File: src/rtl/mw_eeprom.sv
module mw_eeprom #(
  parameter int WORDS       = 64,
  parameter int WBITS       = 16,
  parameter int PROG_CYCLES = 200
) (
  input  logic clk,
  input  logic rst_n,
  input  logic cs,
  input  logic sk,
  input  logic di,
  input  logic org,
  output logic do_data,
  output logic do_oe
);
  localparam int AWW = $clog2(WORDS);
  localparam int AWB = AWW + 1;
  localparam int BW  = WBITS / 2;
  localparam int HW  = AWB + 2;
  localparam int CW  = $clog2(WBITS + HW + 1);
  localparam int PCW = $clog2(PROG_CYCLES + 1);
  localparam logic [1:0] K_WR = 2'd0, K_ER = 2'd1, K_EA = 2'd2, K_WA = 2'd3;

  typedef enum logic [2:0] {S_IDLE, S_HDR, S_WDAT, S_PEND, S_READ, S_HOLD} st_t;

  st_t st;
  logic sk_q, cs_q;
  logic [WBITS-1:0] mem [WORDS];
  logic [HW-1:0] hsh;
  logic [CW-1:0] bcnt;
  logic [AWB-1:0] adr;
  logic [1:0] kind;
  logic [WBITS-1:0] wsh, rsh;
  logic dummy, we_en, stat_en, stat_clr, busy;
  logic [PCW-1:0] pcnt;

  wire sk_rise = sk & ~sk_q;
  wire sk_fall = ~sk & sk_q;
  wire st_idle = (st == S_IDLE);

  wire [CW-1:0] hlen = org ? CW'(2 + AWW) : CW'(2 + AWB);
  wire [CW-1:0] dlen = org ? CW'(WBITS) : CW'(BW);
  wire [CW-1:0] bnext = bcnt + 1'b1;
  wire [HW-1:0] hnext = {hsh[HW-2:0], di};
  wire [1:0] nop = org ? hnext[AWW+1:AWW] : hnext[AWB+1:AWB];
  wire [1:0] nsel = org ? hnext[AWW-1:AWW-2] : hnext[AWB-1:AWB-2];
  wire [AWB-1:0] nadr = org ? {1'b0, hnext[AWW-1:0]} : hnext[AWB-1:0];
  wire [AWB-1:0] nxt = org ? {1'b0, adr[AWW-1:0] + 1'b1} : adr + 1'b1;

  wire [AWB-1:0] fa = (st == S_READ) ? nxt : nadr;
  wire [AWW-1:0] fwi = org ? fa[AWW-1:0] : fa[AWB-1:1];
  wire [WBITS-1:0] fm = mem[fwi];
  wire [WBITS-1:0] fword = org ? fm : {(fa[0] ? fm[WBITS-1:BW] : fm[BW-1:0]), {BW{1'b0}}};

  wire [AWW-1:0] wi = org ? adr[AWW-1:0] : adr[AWB-1:1];
  wire [WBITS-1:0] pv = (kind == K_ER || kind == K_EA) ? '1 : wsh;

  assign do_oe = cs & ((st == S_READ) | stat_en);
  assign do_data = (st == S_READ) ? (~dummy & rsh[WBITS-1]) : ~busy;

  always_ff @(posedge clk or negedge rst_n) begin
    if (!rst_n) begin
      st <= S_IDLE; sk_q <= 1'b0; cs_q <= 1'b0;
      hsh <= '0; bcnt <= '0; adr <= '0; kind <= K_WR;
      wsh <= '0; rsh <= '0; dummy <= 1'b0;
      we_en <= 1'b0; stat_en <= 1'b0; stat_clr <= 1'b0;
      busy <= 1'b0; pcnt <= '0;
      for (int i = 0; i < WORDS; i++) mem[i] <= '1;
    end else begin
      sk_q <= sk;
      cs_q <= cs;
      if (sk_fall && stat_clr) begin
        stat_en <= 1'b0;
        stat_clr <= 1'b0;
      end
      if (busy) begin
        st <= S_IDLE;
        if (pcnt == PCW'(PROG_CYCLES - 1)) begin
          busy <= 1'b0;
          pcnt <= '0;
          if (kind == K_WR || kind == K_ER) begin
            if (org) mem[wi] <= pv;
            else if (adr[0]) mem[wi][WBITS-1:BW] <= pv[BW-1:0];
            else mem[wi][BW-1:0] <= pv[BW-1:0];
          end else begin
            for (int i = 0; i < WORDS; i++)
              mem[i] <= org ? pv : {pv[BW-1:0], pv[BW-1:0]};
          end
        end else begin
          pcnt <= pcnt + 1'b1;
        end
      end else if (!cs) begin
        if (st == S_PEND && we_en) begin
          busy <= 1'b1;
          stat_en <= 1'b1;
          stat_clr <= 1'b0;
        end
        st <= S_IDLE;
      end else if (sk_rise) begin
        case (st)
          S_IDLE: if (di) begin
            st <= S_HDR;
            bcnt <= '0;
            hsh <= '0;
            if (stat_en) stat_clr <= 1'b1;
          end
          S_HDR: begin
            hsh <= hnext;
            bcnt <= bnext;
            if (bnext == hlen) begin
              bcnt <= '0;
              adr <= nadr;
              case (nop)
                2'b10: begin st <= S_READ; rsh <= fword; dummy <= 1'b1; end
                2'b01: begin st <= S_WDAT; kind <= K_WR; end
                2'b11: begin st <= S_PEND; kind <= K_ER; end
                default: case (nsel)
                  2'b11: begin we_en <= 1'b1; st <= S_HOLD; end
                  2'b00: begin we_en <= 1'b0; st <= S_HOLD; end
                  2'b10: begin st <= S_PEND; kind <= K_EA; end
                  default: begin st <= S_WDAT; kind <= K_WA; end
                endcase
              endcase
            end
          end
          S_WDAT: begin
            wsh <= {wsh[WBITS-2:0], di};
            bcnt <= bnext;
            if (bnext == dlen) st <= S_PEND;
          end
          S_READ: begin
            if (dummy) dummy <= 1'b0;
            else if (bnext == dlen) begin
              bcnt <= '0;
              adr <= nxt;
              rsh <= fword;
            end else begin
              rsh <= {rsh[WBITS-2:0], 1'b0};
              bcnt <= bnext;
            end
          end
          default: ;
        endcase
      end
    end
  end
endmodule

File: config.mk
export PLATFORM = sky130hd
export DESIGN_NAME = mw_eeprom
export DESIGN_NICKNAME = d
export VERILOG_FILES = /design/src/rtl/mw_eeprom.sv
export SDC_FILE = /design/constraint.sdc
export NUM_CORES = 2
export LEC_CHECK = 0
export ABC_AREA = 1
export CAP_MARGIN = 20
export CORE_MARGIN = 4
export CORE_UTILIZATION = 45
export CTS_CLUSTER_DIAMETER = 120
export DETAILED_ROUTE_END_ITERATION = 8
export PLACE_DENSITY = 0.65
export REMOVE_ABC_BUFFERS = 1
export SKIP_CTS_REPAIR_TIMING = 1
export SYNTH_ARGS = -nofsm -noshare
export SYNTH_HDL_FRONTEND = slang
export SYNTH_SLANG_ARGS = --single-unit
File: constraint.sdc
create_clock -name clk -period 5.5 [get_ports clk]
set_clock_uncertainty 0.15 [all_clocks]
set_input_delay 0.55 -clock clk [delete_from_list [all_inputs] [get_ports clk]]
set_output_delay 0.55 -clock clk [all_outputs]
set_load 0.01 [all_outputs]
[After elaboration in Yosys (flattened, before gate mapping)]
Index checks and enable logic that the tools add are counted.
Storage, ports and cells
  bits in registers: 1095
  bits of input ports: 6
  output and inout port bits: 2
  logic and storage cells: 224
Operators by class
  $add $sub $neg: 4
  order comparisons: 3
  equal/unequal tests: 25
  mux-type cells: 77
  bitwise gates (word level): 13
  reduce and logical (&&, ||, !) cells: 24
Operators with widths (number)
  bitwise mux 1024 bit: 3
  2-to-1 mux 1024 bit: 3
  demux 16 bit (select 6 bit): 3
  2-to-1 mux 16 bit: 11
  binary-select mux 16 bit (select 6 bit): 1
  2-to-1 mux 7 bit: 6
  2-to-1 mux 8 bit: 4
  case mux 16 bit (2 select lines): 1
  AND reduction 7 bit: 4
  2-to-1 mux 5 bit: 5
  2-to-1 mux 1 bit: 20
  case mux 5 bit (4 select lines): 1
  2-to-1 mux 3 bit: 6
  case mux 3 bit (3 select lines): 2
  case mux 8 bit (2 select lines): 1
  greater-or-equal comparator 7 bit (second input constant): 2
  NOT 6 -> 7 bit: 2
  case mux 7 bit (2 select lines): 1
  2-to-1 mux 6 bit: 2
  inequality test 4 bit (second input constant): 3
  AND reduction 6 bit: 2
  equality test 2 bit (second input constant): 5
  AND reduction 5 bit: 2
  adder 8 x 1 -> 8 bit (second input constant): 1
  33 further kinds: 55

[Depth between registers and ports, before layout]
  word-level depth: 13
  gate-level depth with buffers: 20
  mapped depth without buffers: 18

[Worst setup path before layout]
Ideal clock, no wire load.
  kind: register to register
  from: reg adr[0]
  to: reg rsh[8]
  setup time: 116 ps
  data arrival time: 2167 ps
  required time: 5234 ps
  setup slack: 3066 ps
  stages on the path, launching flop included: 19
  cells stage by stage: dfrtp_1 > ha_1 > nand3_1 > nand3_4 > nand2_2 > buf_6 > buf_6 > buf_2 > nand2_1 > nand3_1 > nand3_1 > nand3_1 > nand3_1 > nand3_1 > nand3_1 > nand2_1 > nand2_1 > nand2_1 > nand2_1
On the way
  cells in the longest elaborated chain, start to end: 13
  elaborated cells between the ends (all ways): 16
  classes of those cells: add/sub: 2; mux: 13; bitwise: 1
Ends and longest elaborated chain
  start: declaration: RTL line 30  | logic [AWB-1:0] adr;
  start signal: assignment: RTL line 111  | adr <= nadr;
  start signal: assignment: RTL line 134  | adr <= nxt;
  adder 7 x 1 -> 7 bit or adder 6 x 1 -> 6 bit (tied branches): RTL line 47  | wire [AWB-1:0] nxt = org ? {1'b0, adr[AWW-1:0] + 1'b1} : adr + 1'b1;
  2-to-1 mux 7 bit (*): RTL line 47
  2-to-1 mux 7 bit (*): RTL line 49  | wire [AWB-1:0] fa = (st == S_READ) ? nxt : nadr;
  2-to-1 mux 6 bit: RTL line 50  | wire [AWW-1:0] fwi = org ? fa[AWW-1:0] : fa[AWB-1:1];
  NOT 6 -> 7 bit (not written as such): RTL line 51  | wire [WBITS-1:0] fm = mem[fwi];
  binary-select mux 16 bit (select 6 bit): RTL line 51
  2-to-1 mux 16 bit (not written as such) (2 in a row): RTL line 51
  2-to-1 mux 8 bit: RTL line 52  | wire [WBITS-1:0] fword = org ? fm : {(fa[0] ? fm[WBITS-1:BW] : fm[BW-1:0]), {BW{1'b0}}};
  2-to-1 mux 16 bit (*): RTL line 52
  2-to-1 mux 16 bit, on equally long branches: RTL line 132, 112
  2-to-1 mux 16 bit, on equally long branches: RTL line 131, 109
  case mux 16 bit (2 select lines) (*): RTL line 99  | case (st)
  end signal: assignment: RTL line 135  | rsh <= fword;
  end signal: assignment: RTL line 137  | rsh <= {rsh[WBITS-2:0], 1'b0};
  end: declaration: RTL line 32  | logic [WBITS-1:0] wsh, rsh;
Mark *: on every way between the ends. The rest lies on a longest branch, timed or not. The select of a mux whose other input is x is not followed.
A chain may end at the register's enable or synchronous reset.

[Worst setup path after layout]
  from: reg st[1]
  to: reg rsh[10]
On the way
  cells in the longest elaborated chain, start to end: 12
  elaborated cells between the ends (all ways): 20
  classes of those cells: eq/ne: 5; mux: 12; bitwise: 1; reduce/logical: 2
Ends and longest elaborated chain
  start: declaration: RTL line 25  | st_t st;
  start signal: assignment: RTL line 62  | st <= S_IDLE; sk_q <= 1'b0; cs_q <= 1'b0;
  start signal: assignment: RTL line 76  | st <= S_IDLE;
  start signal: assignment: RTL line 97  | st <= S_IDLE;
  equality test 3 bit: RTL line 49, 99
  2-to-1 mux 7 bit: RTL line 49
  2-to-1 mux 6 bit: RTL line 50
  NOT 6 -> 7 bit (not written as such): RTL line 51
  binary-select mux 16 bit (select 6 bit): RTL line 51
  2-to-1 mux 16 bit (not written as such) (2 in a row): RTL line 51
  2-to-1 mux 8 bit: RTL line 52
  2-to-1 mux 16 bit: RTL line 52
  2-to-1 mux 16 bit, on equally long branches: RTL line 132, 112
  2-to-1 mux 16 bit, on equally long branches: RTL line 131, 109
  case mux 16 bit (2 select lines): RTL line 99
Several ways; a longest one is shown, not always the timed one. The select of a mux whose other input is x is not followed.

==> metrics <==
routed via count divided by cell count 5.74; cells on worst reg2reg path 18; max-slew headroom at the worst pin 0.222; timing endpoint of the critical path rsh[10]; Final Hold Fails 0; fin crit period 4.31 ns; crit path from st[1]; antenna violations before repair 1; final count of pins violating max slew 0; area leader, netlist sky130_fd_sc_hd__dfstp_2; critical path data required time 6.07 ns; part of the cycle the worst path needs 0.784; area growth from synthesis to layout 9.33%; port buffer count 7; number of flip-flops and latches in the synthesized netlist 1095; maximum clock frequency 0.232 GHz; Top FF cell, synth sky130_fd_sc_hd__dfstp_2; multiplexer share of the synthesized area 0.00159; count of mapped cells out of synthesis 8953; HP Start sk; area of the core 141000 µm²; sequential share of the synthesized area 0.449; die area 148000 µm²; Setup crit start kind flop; I/O Pins 8; destination of the worst register-to-register timing path rsh[10]; clock sink total 1095; share of synthesized cell area in full adder, half adder and majority cells 0.00157; Setup TNS Final 0 ns; total global routing track utilization 0.291; Worst Setup End Kind flop; DIE WIDTH 385 µm; startpoint of the most critical register-to-register path st[1]; transition time of the tightest slew-check pin 1.16 ns; average wire per cell in the routed design 20.7 µm; FFs w/ async S/R, synth 1.00; top-area cell type share of the netlist area 0.421; overflow left after global routing 0; Routed Antenna Nets 0; Avg Synthesized Cell Area 7.14 µm²; register-to-register setup slack 1.19 ns; half-perimeter wire length after placement 129000 µm; post-route non-filler standard cell count 10500; area share of xor/xnor cells in the synthesized design 0.000822; post-route DRC violation count 0; fill cell total of the finished layout 13800; wire length of the first global-routing pass 340000 µm; clock insertion delay at the later pin of the skew report 0.79 ns; Initial DRC Count 6314; endpoint arrival time on the critical path 4.88 ns; worst min-delay path class input port to flop; dominant cells by area after synthesis sky130_fd_sc_hd__dfstp_2 42%, sky130_fd_sc_hd__inv_1 9.3%, sky130_fd_sc_hd__nand2_1 9.1%; TritonCTS clock tree built; top fanout value on the critical path 88; Compound-Gate Fraction of Synth Area 0.207; clock transition time at the flip-flop clock pins of the worst setup and hold paths 0.06 ns; most common cell after layout, fill and taps aside sky130_fd_sc_hd__inv_1; outcome completed; Pwr per Cell Area 277 nW/µm²; pin count of the biggest net entering global routing 195; top library cells by usage in the layout, fill and taps aside 1572 x sky130_fd_sc_hd__inv_1, 1548 x sky130_fd_sc_hd__nand2_1, 1024 x sky130_fd_sc_hd__dfstp_2, 1021 x sky130_fd_sc_hd__nand3_1, 991 x sky130_fd_sc_hd__o21ai_0; simple-gate area share of the yosys netlist 0.198; total routed wirelength 219000 µm; DRT Pass-1 Iters 8; Root Buffer Master sky130_fd_sc_hd__clkbuf_16; maximum level of the CTS H-tree 4; initial standard-cell utilization of the core 0.452; vertical die dimension 385 µm; final-report setup violation count 0; via count of the first global-routing pass 57800; fraction of final layout cells sized beyond drive strength 1 0.172; number of buffers created by CTS 130; largest family of logic cells by synthesized area compound AO/OA/AOI/OAI gates; Static Leak 32.6 nW; highest ir drop seen on vdd 0.253 mV; Crit Path Class flop to flop; number of flops mapped to enable cells by yosys 0; standard-cell row count 138; vias post-DR 60500; number of max-cap violations 0; Max clock buf depth 3; number of synthesis warnings 0; Nets 8573; area of the mapped netlist 63900 µm²; final weighted congestion in routability-driven placement 0.962; setup repair after global routing missed its margin no; cell count after placement 10300; Unique masters post-synth 38
[per-stage QoR]
| stage | utilization | setup slack (ns) | hold WS, ns | cell area [µm²] | total power, mW |
|---|---|---|---|---|---|
| floorplan | - | -29.17 | 0.104 | 60800 | 10.0 |
| global placement | 0.464 | 1.28 | 0.308 | 65700 | 10.9 |
| detailed placement | 0.465 | 1.27 | 0.313 | 65700 | 10.9 |
| CTS | 0.494 | 1.38 | -0.307 | 69900 | 19.5 |
| global route | 0.494 | 1.03 | 0.0895 | 69900 | 20.1 |
| finish | 0.494 | 1.19 | 0.0939 | 69900 | 19.4 |
[synthesized netlist by cell type (2+ instances only)]
cell type                     n
sky130_fd_sc_hd__buf_1       13
sky130_fd_sc_hd__ha_1         8
sky130_fd_sc_hd__o22ai_1    520
sky130_fd_sc_hd__a21oi_1    854
sky130_fd_sc_hd__buf_2      225
sky130_fd_sc_hd__inv_1     1579
sky130_fd_sc_hd__xor2_1       4
sky130_fd_sc_hd__clkinv_1     5
sky130_fd_sc_hd__dfstp_2   1024
sky130_fd_sc_hd__a211oi_1     7
sky130_fd_sc_hd__o21ai_2      5
sky130_fd_sc_hd__dfrtp_1     71
sky130_fd_sc_hd__nand4_1      7
sky130_fd_sc_hd__o21ai_1     96
sky130_fd_sc_hd__buf_6        3
sky130_fd_sc_hd__nor3_1      11
sky130_fd_sc_hd__inv_2        7
sky130_fd_sc_hd__nor2_1     401
sky130_fd_sc_hd__o211ai_1    13
sky130_fd_sc_hd__xnor2_1      2
sky130_fd_sc_hd__nor2_2       8
sky130_fd_sc_hd__clkbuf_1   487
sky130_fd_sc_hd__o21ai_0    991
sky130_fd_sc_hd__nand3_1   1021
sky130_fd_sc_hd__nand2_2      3
sky130_fd_sc_hd__mux2_2       9
sky130_fd_sc_hd__nand2_1   1556
sky130_fd_sc_hd__o221ai_1     5
sky130_fd_sc_hd__buf_4        9
[sequential cells by signal, summed over array words and instances (netlist names)]
name and flops:
stat_en 1, sk_q 1, st 3, we_en 1
hsh 8, bcnt 5, pcnt 8, busy 1
stat_clr 1, adr 7, dummy 1, kind 2
wsh 16, mem 1024, rsh 16
[worst max-delay path: stages, from the launching register on]
cell                      delay (ns)
sky130_fd_sc_hd__dfrtp_1        0.46
sky130_fd_sc_hd__nor2_4         0.23
sky130_fd_sc_hd__nand2_4        0.13
sky130_fd_sc_hd__inv_2          0.25
sky130_fd_sc_hd__nand2_1        0.11
sky130_fd_sc_hd__nand2_1        0.11
sky130_fd_sc_hd__nand2_1        0.11
sky130_fd_sc_hd__nand2_4        0.72
sky130_fd_sc_hd__buf_12         0.52
sky130_fd_sc_hd__nand3_1        0.16
sky130_fd_sc_hd__nand3_1        0.10
sky130_fd_sc_hd__nand3_1        0.16
sky130_fd_sc_hd__nand3_1        0.21
sky130_fd_sc_hd__nand3_1        0.30
sky130_fd_sc_hd__nand3_1        0.20
sky130_fd_sc_hd__nand2_1        0.07
sky130_fd_sc_hd__nand2_1        0.05
sky130_fd_sc_hd__nand2_1        0.05
sky130_fd_sc_hd__nand2_1        0.05
[worst min path at each step]
| stage | end | depth (start not counted) | slack [ns] |
|---|---|---|---|
| after floorplan | adr[0] | 0 | 0.10 |
| after global placement | pcnt[7] | 1 | 0.31 |
| after detailed placement | mem[462] | 2 | 0.31 |
| after CTS | rsh[3] | 1 | -0.31 |
| after global routing | sk_q | 1 | 0.09 |
| final | sk_q | 1 | 0.09 |
[metal layers]
metal  wire (µm)  GRT usage  part of all wire  vias up
met5          89          0           0.00041        -
met4       10000      0.128             0.046        4
met3       19200     0.0525             0.088      558
met2       98000      0.455              0.45     2741
met1       91300      0.395              0.42    29100
li1            -          -                 -    28200
[area by class of cell]
cell class / instances / area (µm²) / share of cell area
Antenna cell: 2 / 5.00 / 0.0000716
Clock buffer: 206 / 3910 / 0.0560
Clock inverter: 21 / 236 / 0.00338
Inverter: 1591 / 5980 / 0.0856
Multi-Input combinational cell: 5530 / 26500 / 0.379
Sequential cell: 1095 / 28700 / 0.410
Tap cell: 1890 / 2360 / 0.0338
Timing Repair Buffer: 211 / 2220 / 0.0318
[power breakdown]
group / total, mW / internal (mW) / switching, mW
logic: 2.36 / 0.599 / 1.76
clock network: 8.55 / 4.97 / 3.58
registers: 8.47 / 8.40 / 0.0660
total: 19.4 / 14.0 / 5.40
[kinds of logic after synthesis]
kind of cell             count (synthesis)
XOR/XNOR                                 6
flip-flops                            1095
AND/OR/NAND/NOR                       3013
adder cells (fa/ha/maj)                  8
multiplexers                             9
AO/OA/AOI/OAI                         2494
buffers and inverters                 2328
No activity file was read; power rests on OpenSTA's default activity.
